### config.mk
export PLATFORM = sky130hd
export DESIGN_NAME = atr_switch
export DESIGN_NICKNAME = d
export VERILOG_FILES = /design/src/rtl/atr_pkg.sv /design/src/rtl/atr_rst_sync.sv /design/src/rtl/atr_regfile.sv /design/src/rtl/atr_tr_timer.sv /design/src/rtl/atr_bank_mux.sv /design/src/rtl/atr_switch.sv
export SDC_FILE = /design/constraint.sdc
export NUM_CORES = 1
export LEC_CHECK = 0
export CAP_MARGIN = 20
export CORE_ASPECT_RATIO = 1.4
export CORE_MARGIN = 2
export CORE_UTILIZATION = 49
export CTS_CLUSTER_DIAMETER = 100
export DETAILED_ROUTE_END_ITERATION = 7
export GPL_TIMING_DRIVEN = 0
export PLACE_DENSITY = 0.77
export SYNTH_ARGS = -nofsm -noshare
export SYNTH_HDL_FRONTEND = slang
export SYNTH_SLANG_ARGS = --single-unit
### constraint.sdc
create_clock -name clk -period 7.1 [get_ports clk]
set_clock_uncertainty 0.15 [all_clocks]
set_input_delay 1.42 -clock clk [delete_from_list [all_inputs] [get_ports clk]]
set_output_delay 1.42 -clock clk [all_outputs]
set_load 0.05 [all_outputs]
### src/rtl/atr_pkg.sv
package atr_pkg;
  // Register address bases; bank b adds b to the base (room for 8 banks).
  localparam int unsigned ADDR_MASK_BASE = 32'h20;
  localparam int unsigned ADDR_TXV_BASE  = 32'h28;
  localparam int unsigned ADDR_RXV_BASE  = 32'h30;
  localparam int unsigned ADDR_RISE_DLY  = 32'h38;
  localparam int unsigned ADDR_FALL_DLY  = 32'h39;
  localparam int unsigned MAX_BANKS      = 8;

  typedef enum logic {
    TR_RECEIVE  = 1'b0,
    TR_TRANSMIT = 1'b1
  } tr_state_e;
endpackage

### src/rtl/atr_rst_sync.sv
module atr_rst_sync #(
  parameter int STAGES = 2
) (
  input  logic clk,
  input  logic rst_n_async,
  output logic rst_n_sync
);
  logic [STAGES-1:0] sync_q;

  always_ff @(posedge clk or negedge rst_n_async) begin
    if (!rst_n_async) sync_q <= '0;
    else              sync_q <= {sync_q[STAGES-2:0], 1'b1};
  end

  assign rst_n_sync = sync_q[STAGES-1];
endmodule

### src/rtl/atr_regfile.sv
module atr_regfile
  import atr_pkg::*;
#(
  parameter int NUM_BANKS = 4,
  parameter int PIN_W     = 16,
  parameter int DLY_W     = 12,
  parameter int ADDR_W    = 7,
  parameter int DATA_W    = 32
) (
  input  logic                       clk,
  input  logic                       rst_n,
  input  logic                       wr_en,
  input  logic [ADDR_W-1:0]          wr_addr,
  input  logic [DATA_W-1:0]          wr_data,
  output logic [NUM_BANKS*PIN_W-1:0] mask_flat,
  output logic [NUM_BANKS*PIN_W-1:0] txv_flat,
  output logic [NUM_BANKS*PIN_W-1:0] rxv_flat,
  output logic [DLY_W-1:0]           rise_dly,
  output logic [DLY_W-1:0]           fall_dly
);
  logic unused_hi;
  assign unused_hi = ^wr_data[DATA_W-1:PIN_W];

  for (genvar b = 0; b < NUM_BANKS; b++) begin : g_bank
    logic             hit_mask, hit_txv, hit_rxv;
    logic [PIN_W-1:0] mask_q, txv_q, rxv_q;

    always_comb begin
      hit_mask = wr_en && (wr_addr == ADDR_W'(ADDR_MASK_BASE + b));
      hit_txv  = wr_en && (wr_addr == ADDR_W'(ADDR_TXV_BASE + b));
      hit_rxv  = wr_en && (wr_addr == ADDR_W'(ADDR_RXV_BASE + b));
    end

    always_ff @(posedge clk or negedge rst_n) begin
      if (!rst_n) begin
        mask_q <= '0;
        txv_q  <= '0;
        rxv_q  <= '0;
      end else begin
        if (hit_mask) mask_q <= wr_data[PIN_W-1:0];
        if (hit_txv)  txv_q  <= wr_data[PIN_W-1:0];
        if (hit_rxv)  rxv_q  <= wr_data[PIN_W-1:0];
      end
    end

    assign mask_flat[b*PIN_W +: PIN_W] = mask_q;
    assign txv_flat[b*PIN_W +: PIN_W]  = txv_q;
    assign rxv_flat[b*PIN_W +: PIN_W]  = rxv_q;
  end

  logic hit_rise, hit_fall;
  logic [DLY_W-1:0] rise_q, fall_q;

  always_comb begin
    hit_rise = wr_en && (wr_addr == ADDR_W'(ADDR_RISE_DLY));
    hit_fall = wr_en && (wr_addr == ADDR_W'(ADDR_FALL_DLY));
  end

  always_ff @(posedge clk or negedge rst_n) begin
    if (!rst_n) begin
      rise_q <= '0;
      fall_q <= '0;
    end else begin
      if (hit_rise) rise_q <= wr_data[DLY_W-1:0];
      if (hit_fall) fall_q <= wr_data[DLY_W-1:0];
    end
  end

  assign rise_dly = rise_q;
  assign fall_dly = fall_q;
endmodule

### src/rtl/atr_tr_timer.sv
module atr_tr_timer
  import atr_pkg::*;
#(
  parameter int DLY_W = 12
) (
  input  logic             clk,
  input  logic             rst_n,
  input  logic             txq_nonempty,
  input  logic [DLY_W-1:0] rise_dly,
  input  logic [DLY_W-1:0] fall_dly,
  output logic             tr_transmit
);
  tr_state_e        state_q, state_d;
  logic [DLY_W-1:0] cnt_q, cnt_d;
  logic [DLY_W-1:0] active_dly;
  logic             pending;

  always_comb begin
    state_d    = state_q;
    cnt_d      = '0;
    pending    = (txq_nonempty != logic'(state_q));
    active_dly = (state_q == TR_TRANSMIT) ? fall_dly : rise_dly;
    if (pending) begin
      if (cnt_q >= active_dly) begin
        state_d = tr_state_e'(txq_nonempty);
      end else begin
        cnt_d = cnt_q + 1'b1;
      end
    end
  end

  always_ff @(posedge clk or negedge rst_n) begin
    if (!rst_n) begin
      state_q <= TR_RECEIVE;
      cnt_q   <= '0;
    end else begin
      state_q <= state_d;
      cnt_q   <= cnt_d;
    end
  end

  assign tr_transmit = (state_q == TR_TRANSMIT);
endmodule

### src/rtl/atr_bank_mux.sv
module atr_bank_mux #(
  parameter int PIN_W = 16
) (
  input  logic             enable,
  input  logic             tr_transmit,
  input  logic [PIN_W-1:0] mask,
  input  logic [PIN_W-1:0] txv,
  input  logic [PIN_W-1:0] rxv,
  input  logic [PIN_W-1:0] normal,
  output logic [PIN_W-1:0] pins
);
  logic [PIN_W-1:0] pattern;

  always_comb begin
    pattern = tr_transmit ? txv : rxv;
    if (enable) pins = (pattern & mask) | (normal & ~mask);
    else        pins = normal;
  end
endmodule

### src/rtl/atr_switch.sv
module atr_switch
  import atr_pkg::*;
#(
  parameter int NUM_BANKS = 4,
  parameter int PIN_W     = 16,
  parameter int DLY_W     = 12,
  parameter int ADDR_W    = 7,
  parameter int DATA_W    = 32,
  localparam int BUS_W    = NUM_BANKS * PIN_W
) (
  input  logic              clk,
  input  logic              rst_n,
  input  logic              wr_en,
  input  logic [ADDR_W-1:0] wr_addr,
  input  logic [DATA_W-1:0] wr_data,
  input  logic              atr_enable,
  input  logic              txq_nonempty,
  input  logic [BUS_W-1:0]  gpio_normal,
  output logic [BUS_W-1:0]  gpio_out
);
  logic             rst_n_sync;
  logic [BUS_W-1:0] mask_flat, txv_flat, rxv_flat;
  logic [DLY_W-1:0] rise_dly, fall_dly;
  logic             tr_transmit;

  atr_rst_sync #(.STAGES(2)) rst_sync_i (
    .clk        (clk),
    .rst_n_async(rst_n),
    .rst_n_sync (rst_n_sync)
  );

  atr_regfile #(
    .NUM_BANKS(NUM_BANKS), .PIN_W(PIN_W), .DLY_W(DLY_W),
    .ADDR_W(ADDR_W), .DATA_W(DATA_W)
  ) regs_i (
    .clk      (clk),
    .rst_n    (rst_n_sync),
    .wr_en    (wr_en),
    .wr_addr  (wr_addr),
    .wr_data  (wr_data),
    .mask_flat(mask_flat),
    .txv_flat (txv_flat),
    .rxv_flat (rxv_flat),
    .rise_dly (rise_dly),
    .fall_dly (fall_dly)
  );

  atr_tr_timer #(.DLY_W(DLY_W)) timer_i (
    .clk         (clk),
    .rst_n       (rst_n_sync),
    .txq_nonempty(txq_nonempty),
    .rise_dly    (rise_dly),
    .fall_dly    (fall_dly),
    .tr_transmit (tr_transmit)
  );

  for (genvar b = 0; b < NUM_BANKS; b++) begin : g_mux
    atr_bank_mux #(.PIN_W(PIN_W)) mux_i (
      .enable     (atr_enable),
      .tr_transmit(tr_transmit),
      .mask       (mask_flat[b*PIN_W +: PIN_W]),
      .txv        (txv_flat[b*PIN_W +: PIN_W]),
      .rxv        (rxv_flat[b*PIN_W +: PIN_W]),
      .normal     (gpio_normal[b*PIN_W +: PIN_W]),
      .pins       (gpio_out[b*PIN_W +: PIN_W])
    );
  end
endmodule

# Yosys cells after proc, flatten, opt, wreduce, memory -nomap -nowiden
# Index checks and enable logic that the tools add are counted.
# word_totals
input_bits,108
out_inout_bits,64
register_bits,231
wordCells,76
# op_classes
mux,11
n_reduce_logical,15
bitwise_logic,16
order_cmp,1
n_addsub,1
eq_ne,15
# op_table
op,n
16-bit bitwise AND,8
16-bit two-way mux,8
"7-bit by 6-bit == test with 1-bit output, second input constant",14
16-bit inverter,4
16-bit OR,4
12-bit two-way mux,3
1-bit logical AND,14
"12-bit by 1-bit adder with 12-bit output, second input constant",1
12-bit >= comparator,1
2-bit AND reduction,1
1-bit inequality test,1

# Depth between registers and ports, before layout
# Gate-level depths: netlist (run 1).
# logic_depth
word_depth,4
depth_mapped,10

# Modules after synthesis
# Synthesis (run 1) repeated with hierarchy kept, for this count alone.
# unflattened
cells_unflattened,811
hier_area_um2,11105.7
# modules_own_cells
module,seq_area_each_um2,cells_each,n_inst,area_each_um2
atr_regfile,5405.2,490,1,8434.3
atr_bank_mux,0.0,53,4,385.4
atr_tr_timer,325.3,106,1,1076.0
atr_rst_sync,50.0,3,1,53.8

# Worst setup path before layout (run 1)
# No wires, ideal clock.
# synth_timing
path_type,input to output
startpoint,input atr_enable
endpoint,output gpio_out[10]
setup_slack_ns,2.668
arrival_time_ns,2.862
t_required_ns,5.530
cell_stages,4
cell_sequence,clkbuf_1 > clkbuf_1 > a21oi_1 > a31oi_1
# synth_between
elab_chain_len,1
# synth_rtl
element,line_no,rtl
"start, declared",atr_switch.sv:16,"input logic atr_enable,"
16-bit two-way mux,atr_bank_mux.sv:16,if (enable) pins = (pattern & mask) | (normal & ~mask);
"end, declared",atr_switch.sv:19,output logic [BUS_W-1:0] gpio_out
# No other way between the ends.

# Worst setup path in the final report (run 1)
# layout_timing
startpoint,input atr_enable
endpoint,output gpio_out[49]
# Same word-level chain as after synthesis.

==> results_dict.tcl, run 1 <==
set metrics [dict create \
    fin_setup_tns_ps 0 \
    synth_most_common_cell "dfrtp_1" \
    final_nets 1116 \
    clockRootBuffer "clkbuf_16" \
    power_mw 3.419 \
    clkTransAtPathRegs_ps 60 \
    routed_wl_um 27120 \
    clock-sinks 231 \
    synth_edf_count 0 \
    p_leak_nw 6.379 \
    drtAntennaViolNets 0 \
    post_cts_resize_count 0 \
    power.internal_mw 2.433 \
    cp-start-kind "input pin" \
    htreeDepth 1 \
    die_h_um 180.0 \
    drt_pass1_iterations 5 \
    netlist_area_um2 10850 \
    cap_violations 0 \
    fin_crit_ps 5394 \
    setup_viol 0 \
    grt_pass1_vias 7708 \
    grt-ovfl-total 0 \
    timing.final.crit_share_pct 75.97 \
    crit_path_max_fanout 10 \
    hold_ws_ps 192.1 \
    dp.cells 1267 \
    start_util_pct 49.79 \
    status "completed" \
    ys_seq_elements 231 \
    drc_errors 0 \
    place.gp.congestion 0.8562 \
    synth_top_area_share_pct 53.30 \
    synth_flop_cell "dfrtp_1" \
    clk_latency_ps 520 \
    port_buffers 151 \
    cts_tree "built" \
    p_sw_mw 0.9861 \
    holdBufCountCts 0 \
    r2r_slack_ps 3570 \
    min_path_type "flop to async pin" \
    io_pins 172 \
    power.share.sequential_pct 43.8 \
    dp_hpwl_um 19100 \
    final_hold_viol_count 0 \
    combPwrFrac_pct 21.3 \
    clock_path_buffers 3 \
    syn2layout_area_growth_pct 25.03 \
    dieArea_um2 23360 \
    synthTopCellsByCount "dfrtp_1 (231), mux2_2 (190), mux2i_1 (75)" \
    track_usage_pct 23.52 \
    chipWidth_um 129.7 \
    seq_area_frac_synth_pct 53.30 \
    critPathCaptureType "primary output" \
    crit_required_ps 5530 \
    drive_gt1_share_pct 29.15 \
    p_clk_share_pct 34.8 \
    grt_max_degree 74 \
    crit_type "input pin to primary output" \
    antenna_found_initial 2 \
    numCtsBuffers 23 \
    fmax_mhz 185.4 \
    finalNonFillerCells 1311 \
    synthTopCellsByArea "dfrtp_1 (53%), mux2_2 (20%), mux2i_1 (6.9%), a31oi_1 (3.7%), a21oi_1 (3.1%)" \
    rsz0062_at_grt "false" \
    power.density_nw_per_um2 252.2 \
    synth_cell_types 45 \
    synthCells 816 \
    post-place-ws_ps 1731 \
    yosysWarnings 0 \
    grt_pass1_wl_um 42540 \
    fp.coreArea_um2 21780 \
    wire_per_inst_um 20.69 \
    async_reset_ff_share_pct 100.0 \
    worst_slew_pin_slew_ps 860.9 \
    drt_iter0_drc 456 \
    num_rows 64 \
    vias 7376 \
    synthesis.nets 937 \
    cts_setup_buffers 0 \
    switching_share_pct 28.84 \
    vdd_drop_max_v 0.0001852 \
    viasPerCell 5.626 \
    yosys.area.top_type "dfrtp_1" \
    relSlewSlack_pct 42.60 \
    drv_slew 0 \
    worst_slack_ps 1706 \
    syn_avg_cell_area_um2 13.29 \
    cp.arrival_ps 3820 \
]
[sequential cells by signal (all words and copies together) (netlist names)]
register / flops
regs_i.g_bank.rxv_q: 64
rst_sync_i.sync_q: 2
regs_i.g_bank.txv_q: 64
timer_i.tr_transmit: 1
regs_i.rise_dly: 12
timer_i.cnt_q: 12
regs_i.fall_dly: 12
regs_i.g_bank.mask_q: 64
[cells in the final DEF (no fill, tap or decap), types with 2 or more instances in the layout]
master,instances
mux2_1,7
nor2_2,5
dfrtp_1,230
nand4_2,2
buf_2,19
nor2_1,6
ha_1,13
mux2_4,20
mux2i_1,75
and3b_1,2
clkbuf_1,39
nor3_1,14
buf_16,3
nand3_1,6
a31oi_1,64
xor2_1,3
xnor2_1,8
clkbuf_16,23
clkbuf_8,4
mux2_2,190
clkdlybuf4s50_1,151
diode_2,2
inv_1,3
a21oi_1,68
buf_6,5
nand2_4,2
o211ai_1,2
and4_1,2
buf_4,3
nand2_2,3
o21ai_0,5
nand2_1,7
clkinv_2,5
[power by group through the flow]
stage / Combinational [mW] / Sequential [mW] / Clock [mW]
2_1_floorplan: 0.522 / 1.51 / 0
3_3_place_gp: 0.696 / 1.54 / 0
3_5_place_dp: 0.730 / 1.52 / 0
4_1_cts: 0.735 / 1.50 / 1.21
5_1_grt: 0.783 / 1.51 / 1.26
6_report: 0.729 / 1.50 / 1.19
[metrics by stage]
step	instance area (um^2)	util (%)
finish	13560	62.26
global route	13560	62.26
CTS	13560	62.24
detailed placement	12810	58.84
global placement	12730	58.44
floorplan	10850	-
[worst max-delay path: stages]
cell and delay, ps:
clkbuf_1 600, clkbuf_1 540, a21oi_1 120, a31oi_1 260, clkdlybuf4s50_1 870
[final cells by class]
class / instances / area (um^2)
antenna: 2 / 5.005
buffer: 61 / 317.8
clock buffer: 33 / 653.1
clock inverter: 9 / 87.58
fill: 1767 / 8220
inverter: 3 / 11.26
multi-input combinational: 521 / 4736
sequential: 231 / 5784
tap: 297 / 371.6
timing repair buffer: 154 / 1594
[path summary, 6_finish.rpt]
| check | start | to | cells after the start |
|---|---|---|---|
| worst min-delay path | rst_sync_i.sync_q[1]$_DFF_PN0_ | regs_i.g_bank[3].mask_q[14]$_DFFE_PN0P_ | 0 |
| worst max-delay path | atr_enable | gpio_out[49] | 5 |
| max in group asynchronous | rst_sync_i.sync_q[1]$_DFF_PN0_ | regs_i.g_bank[2].mask_q[11]$_DFFE_PN0P_ | 3 |
| worst min register to register | rst_sync_i.sync_q[1]$_DFF_PN0_ | regs_i.g_bank[3].mask_q[14]$_DFFE_PN0P_ | 0 |
| worst max register to register | timer_i.tr_transmit$_DFFE_PN0P_ | timer_i.cnt_q[3]$_DFF_PN0_ | 10 |
| min in group clk | rst_sync_i.sync_q[0]$_DFF_PN0_ | rst_sync_i.sync_q[1]$_DFF_PN0_ | 0 |
[routing by layer]
layer	vias up	global-route usage [%]	wire length, um	part of all wire, %
li1	3367	-	-	-
met1	3789	30.83	11380	42
met2	176	40.65	13930	51
met3	44	2.732	1043	3.8
met4	0	7.312	766	2.8
met5	-	0	0	0
[cell families after synthesis]
group                    share of synthesized area, %
multiplexers                                    30.15
flip-flops                                      53.30
AO/OA/AOI/OAI                                   7.407
buffers and inverters                           3.034
AND/OR/NAND/NOR                                 3.692
adder cells (fa/ha/maj)                         1.500
XOR/XNOR                                       0.8884
other                                         0.03458
No activity file was read; power rests on OpenSTA's default activity.
==> inputs of run 2 (changes only) <==
==> constraint.sdc (replaced) <==
create_clock -name clk -period 4.8 [get_ports clk]
set_clock_uncertainty 0.15 [all_clocks]
set_input_delay 0.96 -clock clk [delete_from_list [all_inputs] [get_ports clk]]
set_output_delay 0.96 -clock clk [all_outputs]
set_load 0.05 [all_outputs]
==> results_dict.tcl, run 2 (synthesized netlist as in run 1, its figures left out) <==
set metrics [dict create \
    fill_cells 1745 \
    reg2reg_from "timer_i.tr_transmit$_DFFE_PN0P_" \
    crit_type "input pin to primary output" \
    grt_max_degree 68 \
    numCtsBuffers 22 \
    rr_worst_depth 10 \
    worst_path_dominant_cell_family "buffers and inverters" \
    relSlewSlack_pct 45.15 \
    hold_depth 0 \
    antenna_found_initial 0 \
    post_cts_resize_count 0 \
    drtAntennaViolNets 0 \
    viasPerCell 5.626 \
    crit_chain "clkbuf_1, clkbuf_1, a21oi_1, a31oi_1, clkdlybuf4s50_1" \
    drive_gt1_share_pct 29.60 \
    min_from "rst_sync_i.sync_q[0]$_DFF_PN0_" \
    fin_util_pct 62.42 \
    seq_area_um2 5784 \
    htreeDepth 1 \
    power.density_nw_per_um2 378.1 \
    hold_ws_ps 201.7 \
    start_util_pct 49.79 \
    clk_latency_ps 500 \
    syn2layout_area_growth_pct 25.36 \
    grt_pass1_vias 7659 \
    power_mw 5.141 \
    clkTransAtPathRegs_ps 60 \
    top_regs "regs_i.g_bank.mask_q: 64 flops, regs_i.g_bank.rxv_q: 64 flops, regs_i.g_bank.txv_q: 64 flops" \
    port_buffers 151 \
    clock-sinks 231 \
    final_common_cell "dfrtp_1" \
    finalNonFillerCells 1307 \
    rr_endpoint "timer_i.cnt_q[3]$_DFF_PN0_" \
    mostFrequentLayoutCells "dfrtp_1 (230), mux2_2 (190), clkdlybuf4s50_1 (151)" \
    cp.arrival_ps 3390 \
    cap_violations 0 \
    cpMostUsedCell "clkbuf_1" \
    holdBufCountCts 0 \
    cts_tree "built" \
    track_usage_pct 23.72 \
    die_h_um 180.0 \
    min_path_type "flop to flop" \
    chipWidth_um 129.7 \
    drv_slew 0 \
    r2r_slack_ps 1230 \
    dieArea_um2 23360 \
    cp-start-kind "input pin" \
    cts_setup_buffers 0 \
    num_rows 64 \
    setup_viol 0 \
    clock_path_buffers 3 \
    p_leak_nw 6.411 \
    min_to "rst_sync_i.sync_q[1]$_DFF_PN0_" \
    wire_per_inst_um 20.97 \
    routed_wl_um 27400 \
    critPathMaxStageDelay_ps 870 \
    vdd_drop_max_v 0.0002945 \
    critPathCaptureType "primary output" \
    grt_pass1_wl_um 42810 \
    place.gp.congestion 0.8496 \
    status "completed" \
    worstPathBufferInverterCount 3 \
    cp_slowest_cell "clkdlybuf4s50_1" \
    vias 7353 \
    multi_input_area_um2 4736 \
    final_nets 1115 \
    dp_hpwl_um 19180 \
    drt_iter0_drc 305 \
    crit_required_ps 3690 \
    timing.final.crit_share_pct 93.75 \
    rsz0062_at_grt "false" \
    worst_slew_pin_slew_ps 822.8 \
    drc_errors 0 \
    io_pins 172 \
    dp.cells 1267 \
    antenna_cells 0 \
    crit_path_max_fanout 10 \
    fin_crit_ps 4500 \
    drt_pass1_iterations 4 \
    final_hold_viol_count 0 \
    clockRootBuffer "clkbuf_16" \
    fp.coreArea_um2 21780 \
    grt-ovfl-total 0 \
    fmax_mhz 222.2 \
]
-- run 2: changes by cell type in the layout (fill, tap and decap cells not counted), moves of 2 or more --
cell	change
clkbuf_1	-6
clkbuf_8	+4
diode_2	-2
clkinv_2	+2
-- run 2: worst max-delay path by stage --
| stage | startpoint | endpoint | cells after the start |
|---|---|---|---|
| after floorplan | rst_sync_i.sync_q[1]$_DFF_PN0_ | regs_i.fall_dly[0]$_DFFE_PN0P_ | 0 |
| after global placement | rst_sync_i.sync_q[1]$_DFF_PN0_ | regs_i.g_bank[2].mask_q[11]$_DFFE_PN0P_ | 0 |
| after detailed placement | atr_enable | gpio_out[49] | 5 |
| after CTS | atr_enable | gpio_out[49] | 5 |
| after global routing | atr_enable | gpio_out[49] | 5 |
| final | atr_enable | gpio_out[49] | 5 |
-- run 2: area by class of cell --
| cell class | count | area share (%) |
|---|---|---|
| buffer | 61 | 2.338 |
| multi-input combinational | 521 | 34.83 |
| tap | 297 | 2.733 |
| inverter | 3 | 0.08283 |
| sequential | 231 | 42.55 |
| clock buffer | 31 | 5.043 |
| timing repair buffer | 154 | 11.72 |
| clock inverter | 9 | 0.6994 |
-- run 2: per-stage QoR --
stage | setup TNS, ps | instance area, um^2 | setup WS, ps
after floorplan | 0 | 10850 | 853.9
after global placement | -106110 | 12730 | -481.0
after detailed placement | 0 | 12810 | 242.5
after CTS | 0 | 13600 | 247.4
after global routing | 0 | 13600 | 237.8
final | 0 | 13600 | 300.2
-- run 2: report_power, final --
group	internal (mW)	switching (mW)	total, mW	leakage, nW
Clock	1.10	0.742	1.84	0.397
Sequential	2.11	0.109	2.22	3.14
Combinational	0.482	0.598	1.08	2.87
Total	3.69	1.45	5.14	6.41
-- run 2: routing by layer --
| layer | vias to the layer above | GRT usage [%] | share of wire (%) |
|---|---|---|---|
| li1 | 3355 | - | - |
| met1 | 3757 | 30.99 | 41 |
| met2 | 186 | 40.63 | 51 |
| met3 | 55 | 3.147 | 4.7 |
| met4 | 0 | 7.742 | 3.3 |
| met5 | - | 0 | 0 |
==> inputs of run 3 (changes only) <==
--- a/config.mk
+++ b/config.mk
@@ -8,11 +8,10 @@
 export CAP_MARGIN = 20
 export CORE_ASPECT_RATIO = 1.4
 export CORE_MARGIN = 2
-export CORE_UTILIZATION = 49
+export CORE_UTILIZATION = 26
 export CTS_CLUSTER_DIAMETER = 100
 export DETAILED_ROUTE_END_ITERATION = 7
 export GPL_TIMING_DRIVEN = 0
-export PLACE_DENSITY = 0.77
 export SYNTH_ARGS = -nofsm -noshare
 export SYNTH_HDL_FRONTEND = slang
 export SYNTH_SLANG_ARGS = --single-unit
==> results_dict.tcl, run 3 (synthesized netlist as in run 1, its figures left out) <==
set metrics [dict create \
    status "completed" \
    drtAntennaViolNets 0 \
    power.internal_mw 3.788 \
    rsz0062_at_grt "false" \
    die_h_um 245.7 \
    fin_area_um2 13950 \
    p_sw_mw 1.518 \
    reg2reg_from "timer_i.tr_transmit$_DFFE_PN0P_" \
    r2r_slack_ps 1190 \
    gr-usage-met2_pct 25.94 \
    numCtsBuffers 25 \
    mostFrequentLayoutCells "dfrtp_1 (230), mux2_2 (190), clkdlybuf4s50_1 (151)" \
    vias 7305 \
    drt_iter0_drc 417 \
    power.share.sequential_pct 41.8 \
    worst_slew_pin_slew_ps 966.0 \
    io_pins 172 \
    clockRootBuffer "clkbuf_16" \
    final_common_cell "dfrtp_1" \
    finalNonFillerCells 1555 \
    cp-start-kind "input pin" \
    chipWidth_um 176.6 \
    viasPerCell 4.698 \
    gr-usage-met1_pct 18.05 \
    critPathMaxStageDelay_ps 860 \
    routed_wl_um 31570 \
    min_path_type "flop to async pin" \
    crit_chain "buf_1, clkbuf_1, a21oi_1, a31oi_1, clkdlybuf4s50_1" \
    grt_max_degree 70 \
    combPwrFrac_pct 20.7 \
    grt_pass1_wl_um 47590 \
    top_regs "regs_i.g_bank.mask_q: 64 flops, regs_i.g_bank.rxv_q: 64 flops, regs_i.g_bank.txv_q: 64 flops" \
    relSlewSlack_pct 35.60 \
    grt-ovfl-total 0 \
    fin_crit_ps 4557 \
    wire_per_inst_um 20.30 \
    critPathCaptureType "primary output" \
    cp_slowest_cell "clkdlybuf4s50_1" \
    p_leak_nw 6.429 \
    vdd_drop_max_v 0.0001973 \
    fp.coreArea_um2 41180 \
    port_buffers 151 \
    num_rows 88 \
    placed_area_um2 13120 \
    rr_endpoint "timer_i.cnt_q[8]$_DFF_PN0_" \
    crit_path_max_fanout 10 \
    power.density_nw_per_um2 380.2 \
    rr_worst_depth 10 \
    start_util_pct 26.34 \
    track_usage_pct 14.55 \
    antenna_found_initial 1 \
    switching_share_pct 28.62 \
    final_hold_viol_count 0 \
    power_mw 5.306 \
    timing.final.crit_share_pct 94.94 \
    p_clk_share_pct 37.6 \
    final_nets 1118 \
    top_usage_layer "met2" \
    drive_gt1_share_pct 29.26 \
    dieArea_um2 43390 \
    drt_pass1_iterations 5 \
    setup_viol 0 \
    drv_slew 0 \
    cts_tree "built" \
    use_met3_pct 1.933 \
    dp.cells 1510 \
    clock-sinks 231 \
    clkTransAtPathRegs_ps 60 \
    crit_required_ps 3690 \
    cap_violations 0 \
    hold_ws_ps 149.4 \
    antenna_cells 0 \
    place.gp.congestion 0.7656 \
    fmax_mhz 219.4 \
    fin_setup_tns_ps 0 \
    drc_errors 0 \
    dp_hpwl_um 22850 \
    cp.arrival_ps 3450 \
    crit_type "input pin to primary output" \
    htreeDepth 1 \
    clk_latency_ps 530 \
    syn2layout_area_growth_pct 28.67 \
    grt_pass1_vias 7729 \
    clock_path_buffers 3 \
]
-- run 3: area by class of cell --
cell class / count / area [um^2]
timing repair buffer: 154 / 1594
clock buffer: 37 / 720.7
multi-input combinational: 521 / 4736
fill: 4133 / 27220
inverter: 3 / 11.26
tap: 540 / 675.6
sequential: 231 / 5784
clock inverter: 8 / 115.1
buffer: 61 / 317.8
-- run 3: how the worst max path moves through the flow --
| stage | start | cells after the start | to | slack (ps) |
|---|---|---|---|---|
| CTS | atr_enable | 5 | gpio_out[48] | 80 |
| global route | atr_enable | 5 | gpio_out[48] | 5 |
| global placement | rst_sync_i.sync_q[1]$_DFF_PN0_ | 0 | regs_i.g_bank[1].mask_q[11]$_DFFE_PN0P_ | -620 |
| floorplan | rst_sync_i.sync_q[1]$_DFF_PN0_ | 0 | regs_i.fall_dly[0]$_DFFE_PN0P_ | 850 |
| finish | atr_enable | 5 | gpio_out[48] | 240 |
| detailed placement | atr_enable | 5 | gpio_out[48] | 80 |
-- run 3: what timing repair did --
action,4_1_cts,5_1_grt
gates resized for setup,0,1
hold buffers,0,0
buffers inserted,0,0
setup endpoints to repair,0,1
hold endpoints to repair,0,0
-- run 3: metrics by stage --
step                utilization (%)  setup WS, ps
floorplan                         -         853.9
global placement              31.65        -620.2
detailed placement            31.86         77.03
CTS                           33.89         80.03
global route                  33.89         5.110
finish                        33.89         242.9
-- run 3: power by group through the flow --
stage | logic, mW | registers (mW) | clock network (mW)
final | 1.10 | 2.22 | 1.99
after global routing | 1.19 | 2.24 | 2.11
after detailed placement | 1.11 | 2.25 | 0
after CTS | 1.12 | 2.22 | 2.05
after floorplan | 0.773 | 2.24 | 0
after global placement | 1.07 | 2.27 | 0
-- run 3: routing by layer --
layer / up-vias / share of wire [%]
li1: 3368 / -
met1: 3735 / 42
met2: 158 / 52
met3: 42 / 3.7
met4: 2 / 2.5
met5: - / 0.035
-- run 3: worst max-delay path, delay by kind of cell --
| family | cells | cell delay, ps |
|---|---|---|
| buffers and inverters | 3 | 2090 |
| AO/OA/AOI/OAI | 2 | 390 |
